`src/rtl/pwm_upcmp_pkg.sv`:
```
package pwm_upcmp_pkg;

    typedef enum logic [1:0] {
        PH_IDLE  = 2'd0,
        PH_SET   = 2'd1,
        PH_CLEAR = 2'd2
    } phase_e;

    typedef enum logic {
        MODE_SET_CLEAR = 1'b0,
        MODE_CLEAR_SET = 1'b1
    } out_mode_e;

endpackage

```
`src/rtl/pwm_upcmp_timebase.sv`:
```
module pwm_upcmp_timebase
    import pwm_upcmp_pkg::*;
#(
    parameter int W = 8
) (
    input  logic           clk,
    input  logic           rst_n,
    input  logic [W-1:0]   period_in,
    input  logic [W-1:0]   compare_in,
    input  logic           invert_in,
    output logic [W-1:0]   cnt,
    output logic [W-1:0]   act_period,
    output logic [W-1:0]   act_cmp,
    output out_mode_e      act_mode
);

    localparam logic [W-1:0] ONE = W'(1);

    logic wrap;

    assign wrap = (cnt == act_period);

    // Counter plus shadow capture: the active copies change only on the wrap edge.
    always_ff @(posedge clk or negedge rst_n) begin
        if (!rst_n) begin
            cnt        <= '0;
            act_period <= '0;
            act_cmp    <= '0;
            act_mode   <= MODE_SET_CLEAR;
        end else if (wrap) begin
            cnt        <= '0;
            act_period <= period_in;
            act_cmp    <= compare_in;
            act_mode   <= invert_in ? MODE_CLEAR_SET : MODE_SET_CLEAR;
        end else begin
            cnt        <= cnt + ONE;
        end
    end

endmodule

```
`src/rtl/pwm_upcmp_outfsm.sv`:
```
module pwm_upcmp_outfsm
    import pwm_upcmp_pkg::*;
#(
    parameter int W = 8
) (
    input  logic           clk,
    input  logic           rst_n,
    input  logic [W-1:0]   cnt,
    input  logic [W-1:0]   act_cmp,
    input  out_mode_e      act_mode,
    output logic           pwm_q
);

    phase_e state, nxt;
    logic   set_ev, clr_ev;

    assign set_ev = (cnt == '0);
    assign clr_ev = (cnt == act_cmp);

    // Next phase: a clear event always beats a coincident set event.
    always_comb begin
        nxt = state;
        unique case (state)
            PH_IDLE:  nxt = clr_ev ? PH_CLEAR : (set_ev ? PH_SET : PH_IDLE);
            PH_SET:   nxt = clr_ev ? PH_CLEAR : PH_SET;
            PH_CLEAR: nxt = clr_ev ? PH_CLEAR : (set_ev ? PH_SET : PH_CLEAR);
            default:  nxt = PH_IDLE;
        endcase
    end

    always_ff @(posedge clk or negedge rst_n) begin
        if (!rst_n) state <= PH_IDLE;
        else        state <= nxt;
    end

    // Registered output decoded from the next phase and the active polarity.
    always_ff @(posedge clk or negedge rst_n) begin
        if (!rst_n) begin
            pwm_q <= 1'b0;
        end else begin
            unique case (nxt)
                PH_SET:   pwm_q <= (act_mode == MODE_SET_CLEAR);
                PH_CLEAR: pwm_q <= (act_mode == MODE_CLEAR_SET);
                default:  pwm_q <= 1'b0;
            endcase
        end
    end

endmodule

```
`src/rtl/pwm_upcmp.sv`:
```
module pwm_upcmp
    import pwm_upcmp_pkg::*;
#(
    parameter int W = 8
) (
    input  logic           clk,
    input  logic           rst_n,
    input  logic [W-1:0]   period_in,
    input  logic [W-1:0]   compare_in,
    input  logic           invert_in,
    output logic           pwm_out
);

    logic [W-1:0] cnt;
    logic [W-1:0] act_period;
    logic [W-1:0] act_cmp;
    out_mode_e    act_mode;

    pwm_upcmp_timebase #(.W(W)) u_tb (
        .clk        (clk),
        .rst_n      (rst_n),
        .period_in  (period_in),
        .compare_in (compare_in),
        .invert_in  (invert_in),
        .cnt        (cnt),
        .act_period (act_period),
        .act_cmp    (act_cmp),
        .act_mode   (act_mode)
    );

    pwm_upcmp_outfsm #(.W(W)) u_fsm (
        .clk      (clk),
        .rst_n    (rst_n),
        .cnt      (cnt),
        .act_cmp  (act_cmp),
        .act_mode (act_mode),
        .pwm_q    (pwm_out)
    );

endmodule

```
`config.mk`:
```
export PLATFORM = sky130hd
export DESIGN_NAME = pwm_upcmp
export DESIGN_NICKNAME = d
export VERILOG_FILES = /design/src/rtl/pwm_upcmp_pkg.sv /design/src/rtl/pwm_upcmp_timebase.sv /design/src/rtl/pwm_upcmp_outfsm.sv /design/src/rtl/pwm_upcmp.sv
export SDC_FILE = /design/constraint.sdc
export NUM_CORES = 1
export LEC_CHECK = 0
export ABC_AREA = 1
export BUFFER_PORTS_ARGS = -buffer_cell sky130_fd_sc_hd__buf_2
export CORE_UTILIZATION = 53
export CTS_BUF_LIST = sky130_fd_sc_hd__clkbuf_4 sky130_fd_sc_hd__clkbuf_8
export CTS_CLUSTER_DIAMETER = 50
export DETAILED_ROUTE_END_ITERATION = 8
export PLACE_DENSITY_LB_ADDON = 0.25
export SLEW_MARGIN = 40
export SYNTH_ARGS = -nofsm -noshare
export SYNTH_HDL_FRONTEND = slang
export SYNTH_HIERARCHICAL = 1
export SYNTH_SLANG_ARGS = --single-unit
```
`constraint.sdc`:
```
create_clock -name clk -period 1.2 [get_ports clk]
set_input_delay 0.12 -clock clk [delete_from_list [all_inputs] [get_ports clk]]
set_output_delay 0.12 -clock clk [all_outputs]
set_load 0.05 [all_outputs]
```
Yosys cells after proc, flatten, opt, wreduce, memory -nomap -nowiden. Index checks and enable logic that the tools add are counted.

Register bits: 28. Input port bits: 19.

Bitwise gates (word level): 1. Reduce and logical (&&, ||, !) cells: 2. Eq/ne operators: 6. Add/subtract/negate cells: 1. Muxes and demuxes: 9.

Operator list (count): equality test 8 bit (2); adder 8 x 1 -> 8 bit, second input constant (1); logical NOT 8 bit (1); 2-to-1 mux 2 bit (4); 2-to-1 mux 8 bit (1); case mux 2 bit (3 select lines) (1); equality test 2 x 1 -> 1 bit, second input constant (2); equality test 2 bit, second input constant (2); logical NOT 2 bit (1); 2-to-1 mux 1 bit (2); case mux 1 bit (2 select lines) (1); NOT 1 bit (1).

Logic depth before layout (Yosys ltp). Gate-level depths: netlist of run 1.

Depth in word-level cells: 6. Depth in mapped cells: 9. Mapped depth without buffers: 9.

Cells and area by module. The synthesis of run 1 kept the hierarchy.

Modules (own cells, without submodules): pwm_upcmp_timebase (instances 1, cells each 136, sequential area each 625.6 sq um, area an instance 1192.4 sq um); pwm_upcmp_outfsm (instances 1, cells each 54, sequential area each 75.1 sq um, area an instance 304.0 sq um).

Least setup slack after synthesis of run 1. OpenSTA, ideal clock, no wires.

Path kind: reg2reg. From: register u_tb.cnt[2]. To: register u_tb.act_cmp[6]. Stages on the path, launching flop included: 8. Clock period less this slack: 1.283 ns. Arrival: 1.166 ns. Path buffers: 1. Path slack: -0.083 ns. Path through: dfrtp_1 -> xnor2_1 -> nand2_2 -> nor2_2 -> nand2_4 -> buf_12 -> nand2_1 -> nand2_1.

Longest elaborated chain between the ends: 1.

Ends and longest elaborated chain: start: declaration (RTL line pwm_upcmp_timebase.sv:11) `output logic [W-1:0] cnt,`; start signal: assignment (RTL line pwm_upcmp_timebase.sv:36) `cnt <= cnt + ONE;`; equality test 8 bit (RTL line pwm_upcmp_timebase.sv:21) `assign wrap = (cnt == act_period);`; end signal: assignment (RTL line pwm_upcmp_timebase.sv:33) `act_cmp <= compare_in;`; end: declaration (RTL line pwm_upcmp_timebase.sv:13) `output logic [W-1:0] act_cmp,`.

Every way passes these cells. A chain may end at the register's enable or synchronous reset.

Final worst setup path of run 1.
From: register u_tb.cnt[3]. To: register u_tb.act_period[2].

Longest elaborated chain between the ends: 1.

Ends and longest elaborated chain: equality test 8 bit (RTL line pwm_upcmp_timebase.sv:21); end signal: assignment (RTL line pwm_upcmp_timebase.sv:32) `act_period <= period_in;`; end: declaration (RTL line pwm_upcmp_timebase.sv:12) `output logic [W-1:0] act_period,`.

Every way passes these cells.

==> key figures, run 1 <==
Worst hold path
  – Hold wc startpoint: period_in[6]
  – WHS Endpoint: u_tb/act_period[6]$_DFFE_PN0N_
  – Hold-critical path depth: 3
  – Hold crit path type: in -> reg

Power
  – Comb power frac: 4.7%
  – Clk pwr share: 29.3%
  – PD cells: 708 nW/um^2
  – Max IR drop VDD: 0.697 mV
  – Flop pwr share: 66.0%
  – Pint: 1.13 mW
  – Psw: 297 uW
  – Leakage power: 1.06 nW
  – Switching share of total power: 20.8%

Timing
  – Slew headroom: 79.2%
  – Final Hold Violating Endpoints: 0
  – Fmax: 727 MHz
  – Clock Skew: 0.00281 ns
  – Unrepaired setup endpoints after global routing: true
  – Max-slew violations: 0
  – Minimum clock period: 1.37 ns
  – Final setup viols: 27
  – Worst-Margin Slew: 0.312 ns
  – Worst Hold Slack: 0.00611 ns
  – Final Cycle Share: 115%
  – Setup ws final: -0.175 ns

CTS
  – Maximum clock path buffer count: 2
  – CTS tree: built
  – CTS Root Cell: clkbuf_4
  – Clock-pin transition on the worst setup and hold timing paths: 0.14 ns
  – Skew-Pair Late Insertion Delay: 0.32 ns
  – # clock sinks: 28
  – CTS Buf Count: 3
  – CTS H-tree depth: 1

Floorplanning
  – I/O pins: 20
  – Core Area: 2570 um^2
  – Row cnt: 18
  – DIE HEIGHT: 55.1 um
  – Die Span X: 55.1 um
  – Initial core utilization: 58.3%
  – Die area: 3040 um^2

Yosys
  – Post-Synth XOR/XNOR Area: 7.02%
  – Yosys warnings: 6
  – Syn Std Cell Area: 1500 um^2
  – Yosys cell types: 21
  – Most frequent cell after synthesis: nand2_1
  – Share of the synthesized area in the top cell type: 46.8%
  – Syn avg cell area: 7.88 um^2
  – Sequential share of the synthesized area: 46.8%
  – Leading post-synthesis cells by cell area: dfrtp_1 (47%), nand2_1 (18%), nand3_1 (7.4%)
  – Mux cell area share after synthesis: 0%
  – Fraction of registers with async set or reset after synthesis: 100%
  – Primary FF master, synth: dfrtp_1
  – Most frequent cells after synthesis: nand2_1 (70), dfrtp_1 (28), nand3_1 (22), inv_1 (16), nor2_1 (14)
  – Post-Synth Adder-Cell Area: 0.836%
  – Number of synthesized flops with an enable pin: 0
  – Leading area contributor after synthesis: dfrtp_1
  – Synthesized flop and latch total: 28
  – Simple-Gate Fraction of Synth Area: 37.6%
  – Post-Syn Nets: 210
  – Compound-Gate Fraction of Synth Area: 0.334%
  – Main combinational cell family by area after synthesis: simple AND/OR/NAND/NOR gates
  – Post-Synthesis Cells: 190

Run
  – Max-cap violations: 0

Route
  – # DRC: 0
  – Drt total wl: 3.51 mm
  – First drt pass iteration count: 4
  – Wire per inst: 13.1 um
  – Via/cell ratio: 4.99
  – Antenna-violating nets left: 0
  – Via count: 1337
  – 1st-iter DRT viols: 19

Worst setup path
  – Worst r2r src: u_tb/cnt[3]$_DFF_PN0_
  – R2r worst-path depth: 7
  – Reg2Reg Setup Slack: -0.17 ns
  – Crit. End Element: register
  – Worst Setup Start Kind: register
  – Critical Path Fanout Max: 6
  – Setup CP Type: reg -> reg
  – Worst endpoint required time: 1.47 ns
  – Worst R2R End: u_tb/act_period[2]$_DFFE_PN0N_
  – Crit path arrival time: 1.65 ns

Placement
  – Placed cells: 258
  – Final GP Congestion: 0.894
  – DP HPWL: 2.39 mm
  – IO buf count: 19

GRT
  – Total grt overflow: 0
  – First-pass GRT wire length: 5.58 mm
  – Total GRT Usage: 26.4%
  – Vias in the first global route: 1316
  – Initial antenna violation count: 0
  – Maximum number of pins on one net before global-route repair: 19

Cells and area
  – P&R area growth vs syn: 35.0%
  – Layout cells sized above 1: 37.4%
  – Layout Cells excl Fill: 268
  – Final Net Count: 259
  – ANT cells: 0

Status
  – Failing checks: setup timing
  – Run status: complete, but fails checks
## state kept, by name, summed over array words and instances (netlist names)
signal,count
u_fsm/state,2
u_tb/act_cmp,8
u_tb/act_period,8
u_fsm/pwm_q,1
u_tb/act_mode,1
u_tb/cnt,8
## layout make-up
type	count	area (um^2)
well taps	30	37.5
multi-input cells	139	793
flip-flops and latches	28	702
repair buffers	47	374
fillers	171	548
inverters	20	82.6
clock buffers	4	30.0
## how the worst max path moves through the flow
stage               slack (ns)                             end  cells after the start                      startpoint
floorplan                -0.07  u_tb/act_period[2]$_DFFE_PN0N_                      7           u_tb/cnt[3]$_DFF_PN0_
global placement          -0.1     u_tb/act_cmp[6]$_DFFE_PN0N_                      7           u_tb/cnt[2]$_DFF_PN0_
detailed placement       -0.14           u_tb/cnt[7]$_DFF_PN0_                      6           u_tb/cnt[0]$_DFF_PN0_
CTS                      -0.16       u_tb/act_mode$_DFFE_PN0N_                      7           u_tb/cnt[3]$_DFF_PN0_
global route             -0.25     u_tb/act_cmp[6]$_DFFE_PN0N_                      9  u_tb/act_period[5]$_DFFE_PN0N_
finish                   -0.17  u_tb/act_period[2]$_DFFE_PN0N_                      7           u_tb/cnt[3]$_DFF_PN0_
## placed cells by master, fill, tap and decap left out, types with 6 or more instances in the layout
master | synthesis | final
dfrtp_1 | 28 | 27
buf_4 | 2 | 13
buf_2 | 0 | 19
nor2_1 | 14 | 11
inv_1 | 16 | 15
nand3_1 | 22 | 15
nand3_2 | 1 | 8
nand2_1 | 70 | 64
nand2_2 | 7 | 13
xnor2_1 | 10 | 7
buf_6 | 0 | 9
nor2_4 | 2 | 6
## cell families after synthesis
group | count (synthesis)
DFF | 28
buffers and inverters | 23
AOI/OAI and AO/OA | 1
and+or+nand+nor | 125
xor gates and xnor gates | 12
adders and majority gates | 1
## critical path: stages (launching register included)
cell and delay, ns:
dfrtp_1 0.43, xnor2_1 0.19, nand2_2 0.11, buf_6 0.14, nor2_4 0.16, buf_6 0.16, nand3_2 0.08, nand2_1 0.07
## routing by layer
metal,global-route usage [%],vias to the layer above,wire [um]
li1,-,683,-
met1,32.3,623,1520
met2,47.4,25,1830
met3,3.28,6,88
met4,9.58,0,74
met5,0,-,0
## through the flow
| stage | utilization, % | instance area [um^2] | setup slack, ns | power (mW) | setup TNS (ns) |
|---|---|---|---|---|---|
| after CTS | 75.2 | 1930 | -0.157 | 1.43 | -3.52 |
| after global placement | 70.3 | 1810 | -0.0971 | 1.02 | -2.05 |
| after global routing | 78.7 | 2020 | -0.247 | 1.49 | -6.00 |
| after floorplan | - | 1520 | -0.0716 | 0.962 | -0.679 |
| after detailed placement | 70.3 | 1810 | -0.137 | 1.02 | -3.06 |
| final | 78.7 | 2020 | -0.175 | 1.43 | -3.76 |
## power by group through the flow
| stage | clock network, mW | logic (mW) | registers [mW] |
|---|---|---|---|
| 6_report | 0.419 | 0.0669 | 0.944 |
| 5_1_grt | 0.468 | 0.0743 | 0.944 |
| 2_1_floorplan | 0 | 0.000288 | 0.962 |
| 3_5_place_dp | 0 | 0.0551 | 0.961 |
| 4_1_cts | 0.431 | 0.0596 | 0.944 |
| 3_3_place_gp | 0 | 0.0538 | 0.961 |
## timing repair
action	4_1_cts	5_1_grt
hold endpoints to repair	28	3
buffers inserted	1	1
setup endpoints to repair	27	28
pin swaps	20	13
hold buffers	1	3
gates resized for setup	19	15
(Power assumes the default switching activity.)
==> run 2, diff against run 1 <==
--- a/config.mk
+++ b/config.mk
@@ -14,2 +14,3 @@
 export PLACE_DENSITY_LB_ADDON = 0.25
+export SETUP_SLACK_MARGIN = 0.1
 export SLEW_MARGIN = 40
@@ -19 +20,2 @@
 export SYNTH_SLANG_ARGS = --single-unit
+export TNS_END_PERCENT = 10
==> constraint.sdc (replaced) <==
create_clock -name clk -period 1.2 [get_ports clk]
set_input_delay 0.18 -clock clk [delete_from_list [all_inputs] [get_ports clk]]
set_output_delay 0.18 -clock clk [all_outputs]
set_load 0.05 [all_outputs]
==> run 2 against run 1 <==
Net effect:
- the flow still finishes with violations (setup timing)
- fmax decreased by 5.5%
- via count increased by 7.3%
- sequential share of layout area fell by 0.94 points
- clock skew decreased by 0.00060 ns
- critical endpoint is now u_tb/act_period[0]$_DFFE_PN0N_
- largest power group unchanged
==> key figures, run 2 (synthesis results as in run 1) <==
CTS
  – Skew-Pair Late Insertion Delay: 0.32 ns (about the same)
  – # clock sinks: 28 (unchanged)
  – CTS H-tree depth: 1 (unchanged)
  – CTS tree: built (unchanged)
  – Maximum clock path buffer count: 2 (unchanged)
  – CTS Buf Count: 3 (unchanged)
  – Clock-pin transition on the worst setup and hold timing paths: 0.15 ns (was 0.14 ns)
  – CTS Root Cell: clkbuf_4 (unchanged)

Route
  – Via/cell ratio: 5.31 (was 4.99)
  – Met3 wire length: 162 um (was 88 um)
  – Via count: 1435 (was 1337)
  – Antenna-violating nets left: 0 (unchanged)
  – DR WL met2: 2.16 mm (was 1.83 mm)
  – Drt total wl: 4.20 mm (was 3.51 mm)
  – Wire per inst: 15.6 um (was 13.1 um)
  – First drt pass iteration count: 4 (unchanged)
  – Metal-1 WL: 1.76 mm (was 1.52 mm)
  – Max Used Layer: met4 (unchanged)
  – # DRC: 0 (unchanged)
  – 1st-iter DRT viols: 39 (was 19)

Placement
  – DP HPWL: 2.50 mm (was 2.39 mm)
  – Final GP Congestion: 0.863 (was 0.894)
  – IO buf count: 19 (unchanged)
  – Area after DPL: 1800 um^2 (was 1810 um^2)

Timing
  – Fin Setup TNS: -5.42 ns (was -3.76 ns)
  – Worst-Margin Slew: 0.404 ns (was 0.312 ns)
  – Setup ws final: -0.254 ns (was -0.175 ns)
  – Final setup viols: 28 (was 27)
  – Unrepaired setup endpoints after global routing: true (unchanged)
  – Worst Hold Slack: 0.0683 ns (was 0.00611 ns)
  – Clock Skew: 0.00220 ns (was 0.00281 ns)
  – Max-slew violations: 0 (unchanged)
  – Fmax: 688 MHz (was 727 MHz)
  – Slew headroom: 73.1% (was 79.2%)
  – Final Cycle Share: 121% (was 115%)
  – Minimum clock period: 1.45 ns (was 1.37 ns)
  – Final Hold Violating Endpoints: 0 (unchanged)

Worst setup path
  – Reg2Reg Setup Slack: -0.25 ns (was -0.17 ns)
  – Worst endpoint required time: 1.47 ns (about the same)
  – Worst Setup Start Kind: register (unchanged)
  – Setup CP Type: reg -> reg (unchanged)
  – Critical Path Fanout Max: 7 (was 6)
  – Crit. End Element: register (unchanged)
  – Crit path arrival time: 1.73 ns (was 1.65 ns)

Floorplanning
  – DIE HEIGHT: 55.1 um (unchanged)
  – Core Area: 2570 um^2 (unchanged)
  – Die area: 3040 um^2 (unchanged)
  – Die Span X: 55.1 um (unchanged)
  – Row cnt: 18 (unchanged)
  – I/O pins: 20 (unchanged)
  – Initial core utilization: 58.3% (unchanged)

Cells and area
  – P&R area growth vs syn: 39.2% (was 35.0%)
  – Core Util, Final: 81.1% (was 78.7%)
  – Commonest non-fill, non-tap cell in the layout: nand2_1 (unchanged)
  – ANT cells: 0 (unchanged)
  – Layout cells sized above 1: 40.0% (was 37.4%)
  – Most frequent cells in the layout: nand2_1 (64), dfrtp_1 (25), buf_4 (20) (was nand2_1 (64), dfrtp_1 (27), buf_2 (19))
  – Largest registers: u_tb/act_cmp (8), u_tb/act_period (8), u_tb/cnt (8) (unchanged)
  – Non-Filler Cell Area, Final: 2080 um^2 (was 2020 um^2)
  – Final Net Count: 261 (was 259)

GRT
  – Maximum number of pins on one net before global-route repair: 19 (unchanged)
  – Total GRT Usage: 29.3% (was 26.4%)
  – Initial antenna violation count: 0 (unchanged)
  – Vias in the first global route: 1317 (was 1316)
  – Total grt overflow: 0 (unchanged)
  – First-pass GRT wire length: 6.02 mm (was 5.58 mm)

Power
  – Tot Pwr: 1.43 mW (about the same)
  – Max IR drop VDD: 0.573 mV (was 0.697 mV)
  – PD cells: 685 nW/um^2 (was 708 nW/um^2)
  – Leakage power: 1.07 nW (was 1.06 nW)

Status
  – Run status: complete, but fails checks (unchanged)
  – Failing checks: setup timing (unchanged)

Run
  – Max-cap violations: 0 (unchanged)

Worst hold path
  – Hold crit path type: in -> reg (unchanged)
## run 2: cell types whose count changed in the layout (fill, tap and decap cells not counted), sizes merged
cell | previous run | this run
buf | 43 | 48
dlygate4sd3 | 4 | 1
## run 2: critical path: stages (launching register included)
cell     delay (ns)
dfrtp_1        0.45
inv_2          0.09
nand2_1        0.08
nand2_2        0.08
nand2_4        0.06
buf_6          0.12
nor2_4         0.14
buf_6          0.13
buf_16         0.11
nand3_2        0.07
nand2_1        0.07
## run 2: power by group
part	switching, mW	internal, mW
logic	0.0319	0.0292
registers	0	0.944
clock network	0.270	0.153
## run 2: final timing paths
check,from,cells after the start,to
max,u_tb/cnt[5]$_DFF_PN0_,10,u_tb/act_period[0]$_DFFE_PN0N_
min,period_in[5],3,u_tb/act_period[5]$_DFFE_PN0N_
max reg2reg,u_tb/cnt[5]$_DFF_PN0_,10,u_tb/act_period[0]$_DFFE_PN0N_
min reg2reg,u_tb/act_mode$_DFFE_PN0N_,2,u_tb/act_mode$_DFFE_PN0N_
max in group asynchronous,rst_n,3,u_tb/cnt[6]$_DFF_PN0_
min in group asynchronous,rst_n,2,u_tb/act_cmp[4]$_DFFE_PN0N_
## run 2: through the flow
step,setup slack [ns],instances
after floorplan,-0.0716,190
after global placement,-0.0948,257
after detailed placement,-0.152,257
after CTS,-0.168,269
after global routing,-0.315,270
final,-0.254,270
## run 2: cell type report
type                            count  area (um^2)
Fill cell                         151          484
Sequential cell                    28          704
Multi-Input combinational cell    139          815
Timing Repair Buffer               49          414
Tap cell                           30         37.5
Inverter                           20         82.6
Clock buffer                        4         30.0
## run 2: metal layers
metal	track usage, %	vias to the layer above
met5	0	-
met4	13.3	0
met3	3.83	12
met2	50.2	48
met1	36.6	691
li1	-	684
## run 2: timing repair
item,4_1_cts,5_1_grt
hold buffers,1,0
pin swaps,21,20
cloned,1,0
gates resized for setup,19,19
hold endpoints to repair,15,0
endpoints found under the setup margin,29,29
buffers inserted,6,1
==> run 3, diff against run 2 <==
Settings changed: ABC_AREA 1 to unset.
==> run 3 against run 2 <==
Net effect:
- the run still ends with setup timing left
- largest power group is now combinational cells
- sequential share of layout area up 4.7 points
- utilization down 7.2 points
- clock power up 45%
- worst hold slack worse by 0.0020 ns
- non-clock buffer count down 7
- die area down 7.4%
- critical endpoint is now u_fsm/pwm_q$_DFF_PN0_
==> key figures, run 3 <==
Worst setup path
  – Critical Path Fanout Max: 3 (was 7)
  – Setup CP Type: reg -> reg (unchanged)
  – Worst Setup Start Kind: register (unchanged)
  – Worst endpoint required time: 1.43 ns (was 1.47 ns)
  – Crit. End Element: register (unchanged)
  – Crit path arrival time: 1.83 ns (was 1.73 ns)

Yosys
  – Primary FF master, synth: dfrtp_1 (unchanged)
  – Post-Syn Nets: 123 (was 210)
  – Yosys warnings: 6 (unchanged)
  – Sequential share of the synthesized area: 50.7% (was 46.8%)
  – Leading area contributor after synthesis: dfrtp_1 (unchanged)
  – Synthesized flop and latch total: 28 (unchanged)
  – Most frequent cell after synthesis: dfrtp_1 (was nand2_1)
  – Number of synthesized flops with an enable pin: 0 (unchanged)
  – Yosys cell types: 27 (was 21)
  – Most frequent cells after synthesis: dfrtp_1 (28), xnor2_1 (17), mux2_4 (12), nor2_1 (8), mux2_2 (5) (was nand2_1 (70), dfrtp_1 (28), nand3_1 (22), inv_1 (16), nor2_1 (14))
  – Syn avg cell area: 13.4 um^2 (was 7.88 um^2)
  – Fraction of registers with async set or reset after synthesis: 100% (unchanged)
  – Leading post-synthesis cells by cell area: dfrtp_1 (51%), mux2_4 (13%), xnor2_1 (11%) (was dfrtp_1 (47%), nand2_1 (18%), nand3_1 (7.4%))
  – Post-Synthesis Cells: 103 (was 190)
  – Syn Std Cell Area: 1380 um^2 (was 1500 um^2)
  – Share of the synthesized area in the top cell type: 50.7% (was 46.8%)

CTS
  – CTS Buf Count: 3 (unchanged)
  – Maximum clock path buffer count: 2 (unchanged)
  – CTS H-tree depth: 1 (unchanged)
  – Clock-pin transition on the worst setup and hold timing paths: 0.15 ns (about the same)
  – # clock sinks: 28 (unchanged)
  – CTS Root Cell: clkbuf_4 (unchanged)
  – CTS tree: built (unchanged)
  – Skew-Pair Late Insertion Delay: 0.33 ns (was 0.32 ns)

GRT
  – Total GRT Usage: 22.0% (was 29.3%)
  – Maximum number of pins on one net before global-route repair: 29 (was 19)
  – Met2 Track Usage GR: 41.1% (was 50.2%)
  – Initial antenna violation count: 0 (unchanged)
  – Vias in the first global route: 918 (was 1317)
  – GRT met1 Usage: 25.3% (was 36.6%)
  – First-pass GRT wire length: 4.23 mm (was 6.02 mm)
  – Grt met3 use: 5.17% (was 3.83%)
  – GRT busiest layer: met2 (unchanged)
  – Total grt overflow: 0 (unchanged)

Power
  – PD cells: 2670 nW/um^2 (was 685 nW/um^2)
  – Clk pwr share: 12.6% (was 29.6%)
  – Pint: 3.22 mW (was 1.13 mW)
  – Max IR drop VDD: 1.77 mV (was 0.573 mV)
  – Flop pwr share: 38.1% (was 66.1%)
  – Leakage power: 0.826 nW (was 1.07 nW)
  – Switching share of total power: 34.3% (was 21.2%)
  – Comb power frac: 49.3% (was 4.3%)
  – Psw: 1.68 mW (was 302 uW)

Route
  – Via count: 940 (was 1435)
  – # DRC: 0 (unchanged)
  – Wire per inst: 17.6 um (was 15.6 um)
  – Drt total wl: 3.11 mm (was 4.20 mm)
  – 1st-iter DRT viols: 4 (was 39)
  – Via/cell ratio: 5.31 (about the same)
  – First drt pass iteration count: 4 (unchanged)
  – Antenna-violating nets left: 0 (unchanged)

Cells and area
  – Layout cells sized above 1: 55.1% (was 40.0%)
  – P&R area growth vs syn: 32.6% (was 39.2%)
  – Largest registers: u_tb/act_cmp (8), u_tb/act_period (8), u_tb/cnt (8) (unchanged)
  – ANT cells: 0 (unchanged)
  – Layout Cells excl Fill: 177 (was 270)
  – Commonest non-fill, non-tap cell in the layout: dfrtp_1 (was nand2_1)
  – Most frequent cells in the layout: dfrtp_1 (24), buf_2 (18), mux2_4 (17) (was nand2_1 (64), dfrtp_1 (25), buf_4 (20))
  – Final Net Count: 168 (was 261)
  – Core Util, Final: 73.9% (was 81.1%)

Timing
  – Slew headroom: 76.3% (was 73.1%)
  – Fin Setup TNS: -8.83 ns (was -5.42 ns)
  – Final Cycle Share: 133% (was 121%)
  – Clock Skew: 0.00684 ns (was 0.00220 ns)
  – Final setup viols: 28 (unchanged)
  – Max-slew violations: 0 (unchanged)
  – Unrepaired setup endpoints after global routing: true (unchanged)
  – Final Hold Violating Endpoints: 0 (unchanged)
  – Worst-Margin Slew: 0.355 ns (was 0.404 ns)
  – Minimum clock period: 1.60 ns (was 1.45 ns)
  – Fmax: 625 MHz (was 688 MHz)
  – Setup ws final: -0.401 ns (was -0.254 ns)

Floorplanning
  – DIE HEIGHT: 53.1 um (was 55.1 um)
  – Row cnt: 18 (unchanged)
  – I/O pins: 20 (unchanged)
  – Core Area: 2480 um^2 (was 2570 um^2)
  – Die area: 2810 um^2 (was 3040 um^2)
  – Initial core utilization: 55.8% (was 58.3%)
  – Die Span X: 53.1 um (was 55.1 um)

Placement
  – IO buf count: 19 (unchanged)
  – DP HPWL: 1.99 mm (was 2.50 mm)
  – Final GP Congestion: 0.831 (was 0.863)
  – Placed cells: 169 (was 257)

Worst hold path
  – Hold crit path type: in -> reg (unchanged)

Run
  – Max-cap violations: 0 (unchanged)

Status
  – Failing checks: setup timing (unchanged)
  – Run status: complete, but fails checks (unchanged)
==> run 3: cell count changes after synthesis, moves of 4 or more <==
cell | before | now
nand3_1 | 22 | 4
nor2_2 | 4 | 0
nand2_2 | 7 | 0
mux2_4 | 0 | 12
nor2_1 | 14 | 8
inv_1 | 16 | 1
nand2_1 | 70 | 2
xnor2_1 | 10 | 17
inv_2 | 4 | 0
mux2_2 | 0 | 5
==> run 3: path summary, 6_finish.rpt <==
| kind | start | to | slack (ns) | depth (start not counted) |
|---|---|---|---|---|
| worst max-delay path | u_tb/cnt[7]$_DFF_PN0_ | u_fsm/pwm_q$_DFF_PN0_ | -0.40 | 5 |
| worst max register to register | u_tb/cnt[7]$_DFF_PN0_ | u_fsm/pwm_q$_DFF_PN0_ | -0.40 | 5 |
| max in group asynchronous | rst_n | u_tb/cnt[3]$_DFF_PN0_ | 0.57 | 3 |
| worst min register to register | u_tb/cnt[0]$_DFF_PN0_ | u_tb/cnt[0]$_DFF_PN0_ | 0.54 | 1 |
| min in group asynchronous | rst_n | u_tb/act_period[2]$_DFFE_PN0N_ | 0.35 | 3 |
| worst min-delay path | period_in[3] | u_tb/act_period[3]$_DFFE_PN0N_ | 0.07 | 2 |
==> run 3: critical path, stage by stage (launching register included) <==
cell and delay, ns:
dfrtp_1 0.43, buf_4 0.17, xnor2_1 0.20, nand4_1 0.18, or2_1 0.30, o211a_1 0.22
==> run 3: layer usage <==
| metal | vias to the layer above | part of all wire [%] | wire length, um |
|---|---|---|---|
| li1 | 443 | - | - |
| met1 | 477 | 41 | 1280 |
| met2 | 16 | 55 | 1710 |
| met3 | 4 | 2.8 | 87 |
| met4 | 0 | 1.1 | 35 |
| met5 | - | 0 | 0 |
==> run 3: area by class of cell <==
| class | count | area [um^2] |
|---|---|---|
| timing repair buffer | 42 | 299 |
| clock inverter | 1 | 30.0 |
| sequential | 28 | 706 |
| tap | 30 | 37.5 |
| multi-input combinational | 72 | 733 |
| inverter | 1 | 3.75 |
| clock buffer | 3 | 22.5 |
| fill | 169 | 646 |
==> run 3: repair_timing <==
action | CTS | global route
endpoints found under the setup margin | 29 | 29
endpoints found under the hold margin | 28 | 0
hold buffers | 1 | 0
setup buffers | 1 | 2
pin swaps | 2 | 10
resized for setup | 9 | 18
==> run 3: power groups by stage <==
stage	registers [mW]	logic, mW	clock network (mW)
5_1_grt	1.92	2.57	0.667
6_report	1.87	2.42	0.615
3_5_place_dp	1.83	1.99	0
3_3_place_gp	1.80	1.93	0
2_1_floorplan	1.88	1.26	0
4_1_cts	1.83	2.16	0.637
==> run 3: per-stage QoR <==
stage / hold WS (ns) / power (mW) / setup WS (ns) / instance area [um^2]
global route: 0.0414 / 5.16 / -0.431 / 1830
CTS: 0.0544 / 4.62 / -0.352 / 1740
detailed placement: 0.196 / 3.82 / -0.322 / 1630
finish: 0.0663 / 4.90 / -0.401 / 1830
global placement: 0.190 / 3.73 / -0.294 / 1630
floorplan: -0.116 / 3.13 / -0.329 / 1380
==> run 3: kinds of logic after synthesis <==
kind of cell / Yosys count / synth area share [%]
DFF: 28 / 50.7
and+or+nand+nor: 27 / 11.1
xor gates and xnor gates: 22 / 14.5
muxes: 18 / 17.8
AOI/OAI and AO/OA: 4 / 2.45
buffers and inverters: 3 / 2.54
adders and majority gates: 1 / 0.906
